**src/rtl/addsub_pkg.sv**
```systemverilog
// Shared types and widths for the add/subtract unit.
// Assumes a fixed four-bit status word whose order the controller decodes.
package addsub_pkg;
    localparam int FLAG_W = 4;

    // Status word, MSB first: overflow, negative, zero, carry
    typedef struct packed {
        logic ovf;
        logic neg;
        logic zero;
        logic carry;
    } flag_t;
endpackage

```
**src/rtl/nibble_adder.sv**
```systemverilog
// One ripple slice: adds two SLICE_W-bit values and a carry-in.
// Assumes the caller chains cout to the next slice's cin.
module nibble_adder #(
    parameter int SLICE_W = 4
) (
    input  logic [SLICE_W-1:0] a,
    input  logic [SLICE_W-1:0] b,
    input  logic               cin,
    output logic [SLICE_W-1:0] sum,
    output logic               cout
);
    logic [SLICE_W:0] total;

    // Full-width addition with the carry taken from the extra top bit
    always_comb begin
        total = {1'b0, a} + {1'b0, b} + {{SLICE_W{1'b0}}, cin};
        sum   = total[SLICE_W-1:0];
        cout  = total[SLICE_W];
    end
endmodule

```
**src/rtl/adder_chain.sv**
```systemverilog
// Ripple chain of adder slices performing a + b or a + ~b + 1.
// Assumes DATA_W is a multiple of SLICE_W. sub doubles as the chain carry-in.
module adder_chain #(
    parameter int DATA_W  = 8,
    parameter int SLICE_W = 4
) (
    input  logic [DATA_W-1:0] a,
    input  logic [DATA_W-1:0] b,
    input  logic              sub,
    output logic [DATA_W-1:0] sum,
    output logic              cout
);
    localparam int N_SLICE = DATA_W / SLICE_W;

    logic [DATA_W-1:0] b_eff;
    logic [N_SLICE:0]  carry;

    // Conditional inversion of the second operand and injection of the +1
    always_comb begin
        b_eff    = b ^ {DATA_W{sub}};
        carry[0] = sub;
    end

    for (genvar s = 0; s < N_SLICE; s++) begin : g_slice
        nibble_adder #(.SLICE_W(SLICE_W)) u_slice (
            .a   (a[s*SLICE_W +: SLICE_W]),
            .b   (b_eff[s*SLICE_W +: SLICE_W]),
            .cin (carry[s]),
            .sum (sum[s*SLICE_W +: SLICE_W]),
            .cout(carry[s+1])
        );
    end

    assign cout = carry[N_SLICE];
endmodule

```
**src/rtl/flag_reg.sv**
```systemverilog
// Four-bit status register captured under a load control.
// Assumes synchronous active-low reset; holds when load is low.
module flag_reg
    import addsub_pkg::*;
(
    input  logic  clk,
    input  logic  rst_n,
    input  logic  load,
    input  flag_t nxt,
    output flag_t q
);
    // Capture new status on a loaded edge, clear on reset, else hold
    always_ff @(posedge clk) begin
        if (!rst_n)
            q <= '0;
        else if (load)
            q <= nxt;
    end

    AST_FLAG_RESET: assert property (@(posedge clk) !rst_n |=> q == '0);
    AST_FLAG_HOLD:  assert property (@(posedge clk) disable iff (!rst_n)
                        !load |=> $stable(q));
    AST_FLAG_LOAD:  assert property (@(posedge clk) disable iff (!rst_n)
                        load |=> q == $past(nxt));
    AST_NO_OVERFLOW: assert property (@(posedge clk) disable iff (!rst_n)
                        q.ovf == 1'b0);
endmodule

```
**src/rtl/addsub_flag_unit.sv**
```systemverilog
// Add/subtract unit: ripple adder, gated result, latched status flags.
// Assumes operands are stable around the rising edge when flags load.
module addsub_flag_unit
    import addsub_pkg::*;
#(
    parameter int DATA_W  = 8,
    parameter int SLICE_W = 4
) (
    input  logic              clk,
    input  logic              rst_n,
    input  logic [DATA_W-1:0] op_a,
    input  logic [DATA_W-1:0] op_b,
    input  logic              sub_en,
    input  logic              out_en,
    input  logic              flag_ld,
    output logic [DATA_W-1:0] result,
    output logic [FLAG_W-1:0] flags
);
    logic [DATA_W-1:0] sum;
    logic              cout;
    flag_t             status_nxt;
    flag_t             status_q;

    adder_chain #(.DATA_W(DATA_W), .SLICE_W(SLICE_W)) u_chain (
        .a   (op_a),
        .b   (op_b),
        .sub (sub_en),
        .sum (sum),
        .cout(cout)
    );

    // Derive status from the raw sum; overflow slot stays cleared
    always_comb begin
        status_nxt.ovf   = 1'b0;
        status_nxt.neg   = sum[DATA_W-1];
        status_nxt.zero  = (sum == '0);
        status_nxt.carry = cout;
    end

    flag_reg u_flags (
        .clk  (clk),
        .rst_n(rst_n),
        .load (flag_ld),
        .nxt  (status_nxt),
        .q    (status_q)
    );

    // Gate the sum onto the output
    assign result = out_en ? sum : '0;
    assign flags  = status_q;

    AST_ADD_SUM: assert property (@(posedge clk) disable iff (!rst_n)
                    !sub_en |-> {cout, sum} == ({1'b0, op_a} + {1'b0, op_b}));
    AST_SUB_SUM: assert property (@(posedge clk) disable iff (!rst_n)
                    sub_en |-> {cout, sum} == ({1'b0, op_a} + {1'b0, ~op_b} + {{DATA_W{1'b0}}, 1'b1}));
    AST_OE_LOW:  assert property (@(posedge clk) disable iff (!rst_n)
                    !out_en |-> result == '0);
    AST_CARRY_LD: assert property (@(posedge clk) disable iff (!rst_n)
                    flag_ld |=> flags[0] == $past(cout));
endmodule

```
**config.mk**
```make
export PLATFORM = sky130hd
export DESIGN_NAME = addsub_flag_unit
export DESIGN_NICKNAME = d
export VERILOG_FILES = /design/src/rtl/addsub_pkg.sv /design/src/rtl/nibble_adder.sv /design/src/rtl/adder_chain.sv /design/src/rtl/flag_reg.sv /design/src/rtl/addsub_flag_unit.sv
export SDC_FILE = /design/constraint.sdc
export NUM_CORES = 1
export LEC_CHECK = 0
export ABC_AREA = 1
export BUFFER_PORTS_ARGS = -buffer_cell sky130_fd_sc_hd__buf_2
export CORE_MARGIN = 5
export CORE_UTILIZATION = 42
export DETAILED_ROUTE_END_ITERATION = 8
export PLACE_DENSITY = 0.89
export SLEW_MARGIN = 0
export SYNTH_ARGS = -nofsm -noshare
export SYNTH_HDL_FRONTEND = slang
export SYNTH_SLANG_ARGS = --single-unit
```
**constraint.sdc**
```tcl
create_clock -name clk -period 3.4 [get_ports clk]
set_input_delay 0.34 -clock clk [delete_from_list [all_inputs] [get_ports clk]]
set_output_delay 0.34 -clock clk [all_outputs]
set_load 0.02 [all_outputs]
```
Yosys cells after proc, flatten, opt, wreduce, memory -nomap -nowiden
Cells that the tools add are included.
W data, S select, Z words.
{ "word_totals": {"regBits": 3, "elab_cells": 10} }
{ "classes": {"addsub": 4, "n_mux": 1, "bitwise_logic": 1, "n_reduce_logical": 1} }
{ "op_table": {"columns": ["operator", "n"], "rows": [
  ["$add A4 B4 Y5", 2],
  ["$add A5 B1 Y5", 2],
  ["$logic_not A8 Y1", 1],
  ["$mux W8", 1],
  ["$xor A8 B8 Y8", 1]
]} }

Depth between registers and ports, before layout
Gate-level depths: netlist (run 1).
{ "depth": {"depth_word": 5, "mapped_depth": 16, "mapped_depth_nobuf": 15} }

Hierarchy
Synthesis (run 1) repeated with hierarchy kept, for this count alone.
{ "unflattened": {"cells_unflattened": 134, "hier_area_um2": 726.9} }
{ "modules_own_cells": {"columns": ["module", "n_inst", "cells_each", "area_per_inst_um2", "seq_area_each_um2"], "rows": [
  ["nibble_adder", 2, 25, 165.2, 0.0],
  ["flag_reg", 1, 25, 166.4, 80.1],
  ["adder_chain", 1, 34, 135.1, 0.0],
  ["addsub_flag_unit", 1, 25, 95.1, 0.0]
]} }

Worst setup path before layout (run 1)
Ideal clock, no wire load.
{ "synth_timing": {"path_kind": "input -> output", "from": "input sub_en", "to": "output result[6]", "t_arrival_ns": 2.375, "slack_ns": 0.685, "stages": 10, "n_path_buf": 1, "cell_sequence": "buf_6 xor2_1 ha_1 a21oi_1 nor2_1 nor2_1 fa_1 fa_1 xor2_1 nor2_1"} }
{ "synth_via": {"elab_chain_len": 5, "word_cells_on_any_way": 6, "classes_between": "add/sub (4); mux (1); bitwise (1)"} }
{ "synth_rtl": {"columns": ["item", "line_no", "source"], "rows": [
  ["start, declared", "addsub_flag_unit.sv:13", "input logic sub_en,"],
  ["$xor A8 B8 Y8", "adder_chain.sv:20", "b_eff = b ^ {DATA_W{sub}};"],
  ["$add A4 B4 Y5", "nibble_adder.sv:16", "total = {1'b0, a} + {1'b0, b} + {{SLICE_W{1'b0}}, cin};"],
  ["$add A5 B1 Y5", "nibble_adder.sv:16", null],
  ["$add A5 B1 Y5 *", "nibble_adder.sv:16", null],
  ["$mux W8 *", "addsub_flag_unit.sv:49", "assign result = out_en ? sum : '0;"],
  ["end, declared", "addsub_flag_unit.sv:16", "output logic [DATA_W-1:0] result,"]
]} }
Every way passes the cells marked *; elsewhere a longest branch is shown, timed or not.

Final worst setup path (run 1)
Same ends and word-level chain as after synthesis.

==> flow_summary.yaml, run 1 <==
cells_and_area:
  post_route_cells_drive_above_1_share: 0.360
  final.fill_count: 127
  max_flop_register: "u_flags.q"
  finalInstanceArea_um2: 751
  n_antenna_cell: 0
  largest_reg_flops: 3
  nets: 145
  area.growth.synth_to_final_pct: 31.9
  reg.largest.list: "u_flags.q x3"
worst_setup_path:
  worstPathCellList: "buf_2, xor2_1, fa_1, a21oi_1, nor2_1, nor2_1, fa_1, fa_1, xor2_1, nor2_1, buf_2"
  worstSetupStartpointType: "primary input"
  timing.critical_path.slowest_stage_cell: "fa_1"
  cp_data_arrival_time_ns: 2.61
  cp-end-kind: "output port"
  critical-path-max-stage-delay_ns: 0.42
  worstReg2RegStart: "u_flags.q[0]"
  timing.reg2reg.setup_slack_ns: 2.77
  worstPathBufferInverterCount: 2
  worst-endpoint-required_ns: 3.06
  worst_path_dominant_cell_family: "adder cells"
  worstSetupStartpoint: "sub_en"
  timing.critical_path.fanout_max: 8
  timing_worst_setup_path_type: "in -> out"
detailed_routing:
  post_drt_wl_per_cell_um: 10.1
  ant_nets: 0
  via_count: 590
  drtIter0Drc: 11
  routed_wirelength_um: 1310
  drt-pass1-iter-count: 4
  remaining_drc_errors: 0
  vias_per_cell: 4.57
timing:
  rsz0062_at_grt: "no"
  share_of_the_clock_period_used_by_the_worst_path_after_layout: 0.867
  tns_ns: 0
  maxSlewViolCount: 0
  finalHoldViolCount: 0
  postLayoutSetupSlackWorst_ns: 0.453
  hold_slack_ns: 0.347
  clock-skew-final_ns: 0
  fin_crit_ns: 2.95
  fmax_mhz: 339
  report.final.setup_viol: 0
worst_hold_path:
  hold_path_class: "in -> reg"
  hold_path_startpoint: "rst_n"
synth:
  synth.ff_latch_count: 3
  synthesis.instances: 81
  yosysTopAreaCellShare: 0.132
  seq_area_frac_synth: 0.105
  synth.avg_cell_area_um2: 7.03
  synthesis.yosys.warnings: 0
  ys_top_cells_by_area: "ha_1, dfxtp_1, fa_1, xor2_1, nand2_1"
  post-synth-top-area-cell: "ha_1"
  synth-edff-count: 0
  postSynth.topFlopCell: "dfxtp_1"
  synth.lib_cells_used.distinct: 24
  async_flop_share: 0
  post-synth-top-count-cell: "nand2_1"
  synth_fp_nets: 111
  synthesis.area_um2: 569
  synth.cells.most_frequent: "nand2_1, inv_1, nor2_1"
cts:
  cts_setup_buffers: 0
  tritoncts_num_sinks: 3
  clk_latency_ns: 0.23
  cts_tree: "built"
  clock_pin_transition_on_the_worst_setup_and_hold_timing_paths_ns: 0.04
  cts_repair_resize_count: 0
  ctsRootBufferMaster: "clkbuf_4"
  htree_num_levels: 1
  ctsLongestPathBuffers: 2
  post_cts_hold_buffer_count: 0
  tritoncts.num_buffers: 3
pwr:
  netSwitchingPower_uw: 115
  power_density_nw_per_um2: 345
  switching_share: 0.443
  clock_power_share: 0.242
  power_frac_seq: 0.150
  combPwrFrac: 0.608
  p_leak_uw: 0.000445
  ir_drop_v: 0.000122
  report.power.total_uw: 259
  cell_internal_pwr_uw: 144
grt:
  grt_antenna_before_repair: 0
  global_route.usage.total: 0.130
  first_global_vias: 569
  first_pass_grt_wire_length_um: 2080
  maximum_number_of_pins_on_one_net_before_global_route_repair: 9
  gr-total-overflow: 0
placement:
  dp_hpwl_um: 1180
  post_dp_cell_area_um2: 724
  gp_routability_congestion: 0.815
  port_buffers: 31
  pre_cts_ws_ns: 0.439
floorplanning:
  die_y_um: 46.8
  die_span_in_x_um: 46.8
  num_rows: 13
  core_um2: 1280
  num_io_pins: 33
  initial_utilization: 0.443
  die-area_um2: 2190
flow_run:
  max_cap_viol_count: 0
run_status:
  run_status: "finished, final reports clean"
[cell families after synthesis]
group                    Yosys count  synth area share
AO/OA/AOI/OAI                      8            0.0813
XOR/XNOR                          10             0.154
adder cells (fa/ha/maj)            9             0.237
buffers and inverters             16             0.130
flip-flops                         3             0.105
other                              1           0.00659
AND/OR/NAND/NOR                   34             0.286
[final timing paths]
path,cells after the start,end
max,11,result[6]
min,3,u_flags.q[1]
min reg2reg,2,u_flags.q[1]
max reg2reg,2,u_flags.q[0]
[final cells by class]
type | count | area (um2) | share of cell area
tap | 15 | 18.8 | 0.0250
timing repair buffer | 31 | 155 | 0.207
inverter | 14 | 55.1 | 0.0733
sequential | 3 | 60.1 | 0.0800
clock buffer | 4 | 26.3 | 0.0350
multi-input combinational | 62 | 435 | 0.580
[through the flow]
step	util	instances
after floorplan	-	81
after global placement	0.564	125
after detailed placement	0.564	125
after CTS	0.584	129
after global routing	0.584	129
final	0.584	129
[tightest hold or removal path: stages]
cell and delay (ns):
buf_2 0.11, inv_1 0.06, a21oi_2 0.03
[cell usage in the layout (no fill, tap or decap), types with 2 or more instances in the layout]
master	netlist	final
clkbuf_4	0	3
nand3b_1	2	2
o21ai_0	2	2
dfxtp_1	3	3
inv_1	12	12
buf_2	0	31
xor2_1	6	6
nor2_1	12	12
ha_1	6	6
nand2_1	13	13
nand3_1	2	2
fa_1	3	3
xnor2_1	4	4
a21oi_1	4	4
[power groups by stage]
stage	sequential [uW]	combinational [uW]	clock [uW]
finish	38.9	158	62.8
global route	39.2	178	69.2
CTS	38.9	159	65.9
detailed placement	39.4	157	0
global placement	39.3	154	0
floorplan	42.5	110	0
[layer usage]
layer,share of wire,global-route usage
met1,0.40,0.146
met4,0,0.0718
met2,0.54,0.238
met3,0.064,0.0115
met5,0,0
Power figures use the tool's default switching activity.
==> run 2: changes to the inputs <==
==> constraint.sdc (replaced) <==
create_clock -name clk -period 3 [get_ports clk]
set_input_delay 0.3 -clock clk [delete_from_list [all_inputs] [get_ports clk]]
set_output_delay 0.3 -clock clk [all_outputs]
set_load 0.02 [all_outputs]
==> flow_summary.yaml, run 2 (same netlist as run 1, synthesis figures left out) <==
cells_and_area:
  post_route_cells_drive_above_1_share: 0.368
  nets: 145
  mostFrequentLayoutCells: "buf_2, nand2_1, inv_1, nor2_1, ha_1"
  finalNonFillerCells: 129
  n_antenna_cell: 0
  max_flop_register: "u_flags.q"
  reg.largest.list: "u_flags.q x3"
  finalCoreUtilization: 0.590
  final_common_cell: "buf_2"
  largest_reg_flops: 3
  area.growth.synth_to_final_pct: 33.2
  final.fill_count: 129
timing:
  share_of_the_clock_period_used_by_the_worst_path_after_layout: 0.946
  rsz0062_at_grt: "no"
  clock-skew-final_ns: 0
  maxSlewViolCount: 0
  postLayoutSetupSlackWorst_ns: 0.161
  fin_crit_ns: 2.84
  tns_ns: 0
  report.final.setup_viol: 0
  fmax_mhz: 352
  finalHoldViolCount: 0
worst_setup_path:
  r2r-end: "u_flags.q[0]"
  worstPathCellList: "buf_2, xor2_1, ha_1, a21oi_1, nor2_1, nor2_1, fa_1, fa_1, xor2_1, nor2_1, buf_2"
  timing.critical_path.fanout_max: 8
  worstReg2RegStart: "u_flags.q[0]"
  critical-path-max-stage-delay_ns: 0.42
  cell_count_of_the_worst_reg_to_reg_path: 2
  cp-end-kind: "output port"
  worstSetupStartpointType: "primary input"
  worst-endpoint-required_ns: 2.70
  cpMostUsedCell: "nor2_1"
  timing.reg2reg.setup_slack_ns: 2.37
  cp_data_arrival_time_ns: 2.54
  timing_worst_setup_path_type: "in -> out"
  timing.critical_path.slowest_stage_cell: "fa_1"
pwr:
  ir_drop_v: 0.000140
  report.power.total_uw: 295
  p_leak_uw: 0.000446
  power_density_nw_per_um2: 389
worst_hold_path:
  hold_path_startpoint: "rst_n"
  hold_path_class: "in -> reg"
  hold-path-cell-count: 3
  whs_endpoint: "u_flags.q[1]"
grt:
  maximum_number_of_pins_on_one_net_before_global_route_repair: 9
  global_route.usage.total: 0.130
  gr-total-overflow: 0
  grt_antenna_before_repair: 0
  first_pass_grt_wire_length_um: 2080
  first_global_vias: 569
placement:
  dp_hpwl_um: 1180
  port_buffers: 31
  place_inst: 125
  gp_routability_congestion: 0.815
  pre_cts_ws_ns: 0.119
floorplanning:
  initial_utilization: 0.443
  die_span_in_x_um: 46.8
  core_um2: 1280
  die-area_um2: 2190
  die_y_um: 46.8
  num_io_pins: 33
  num_rows: 13
cts:
  ctsRootBufferMaster: "clkbuf_4"
  htree_num_levels: 1
  cts_tree: "built"
  tritoncts_num_sinks: 3
  ctsLongestPathBuffers: 2
  clk_latency_ns: 0.23
  clock_pin_transition_on_the_worst_setup_and_hold_timing_paths_ns: 0.04
  tritoncts.num_buffers: 3
  post_cts_hold_buffer_count: 0
detailed_routing:
  routed_wirelength_um: 1320
  drtIter0Drc: 12
  ant_nets: 0
  vias_per_cell: 4.53
  via_count: 584
  remaining_drc_errors: 0
  post_drt_wl_per_cell_um: 10.3
  drt-pass1-iter-count: 4
run_status:
  run_status: "finished, final reports clean"
flow_run:
  max_cap_viol_count: 0
-- run 2: cell counts in the layout (fill, tap and decap cells not counted) --
No cell type changed its count.
-- run 2: power breakdown --
part	internal (uW)	switching, uW
Clock	49.9	21.3
Sequential	42.9	1.12
Combinational	71.3	108
-- run 2: critical path: cells and delay by family --
kind / cells / cell delay (ns)
buffers and inverters: 2 / 0.36
AO/OA/AOI/OAI: 1 / 0.08
XOR/XNOR: 2 / 0.36
adder cells (fa/ha/maj): 3 / 1.17
AND/OR/NAND/NOR: 3 / 0.27
-- run 2: stage by stage --
stage | instance area, um2 | hold slack (ns)
after floorplan | 569 | 0.422
after global placement | 724 | 0.456
after detailed placement | 724 | 0.471
after CTS | 751 | 0.299
after global routing | 758 | 0.316
final | 758 | 0.307
-- run 2: metal layers --
metal  track usage  vias to the layer above  part of all wire
met4        0.0718                        0                 0
met1         0.146                      252              0.39
met3        0.0115                        0             0.063
li1              -                      313                 -
met5             0                        -                 0
met2         0.238                       19              0.55
-- run 2: timing repair --
action | CTS | global route
endpoints found under the setup margin | 0 | 1
hold endpoints to repair | 0 | 0
setup buffers | 0 | 0
resized for setup | 0 | 1
-- run 2: worst max-delay path by stage --
stage	start	end	slack (ns)	depth (start not counted)
after global placement	sub_en	result[6]	0.24	11
final	sub_en	result[6]	0.16	11
after global routing	sub_en	result[6]	0.06	11
after detailed placement	sub_en	result[6]	0.12	11
after CTS	sub_en	result[6]	0.12	11
after floorplan	sub_en	result[6]	0.37	10
-- run 2: layout make-up --
cell class	count	area (um2)	share of cell area
tap	15	18.8	0.0248
inverter	14	55.1	0.0726
sequential	3	60.1	0.0792
clock buffer	4	26.3	0.0347
multi-input combinational	62	443	0.584
timing repair buffer	31	155	0.205
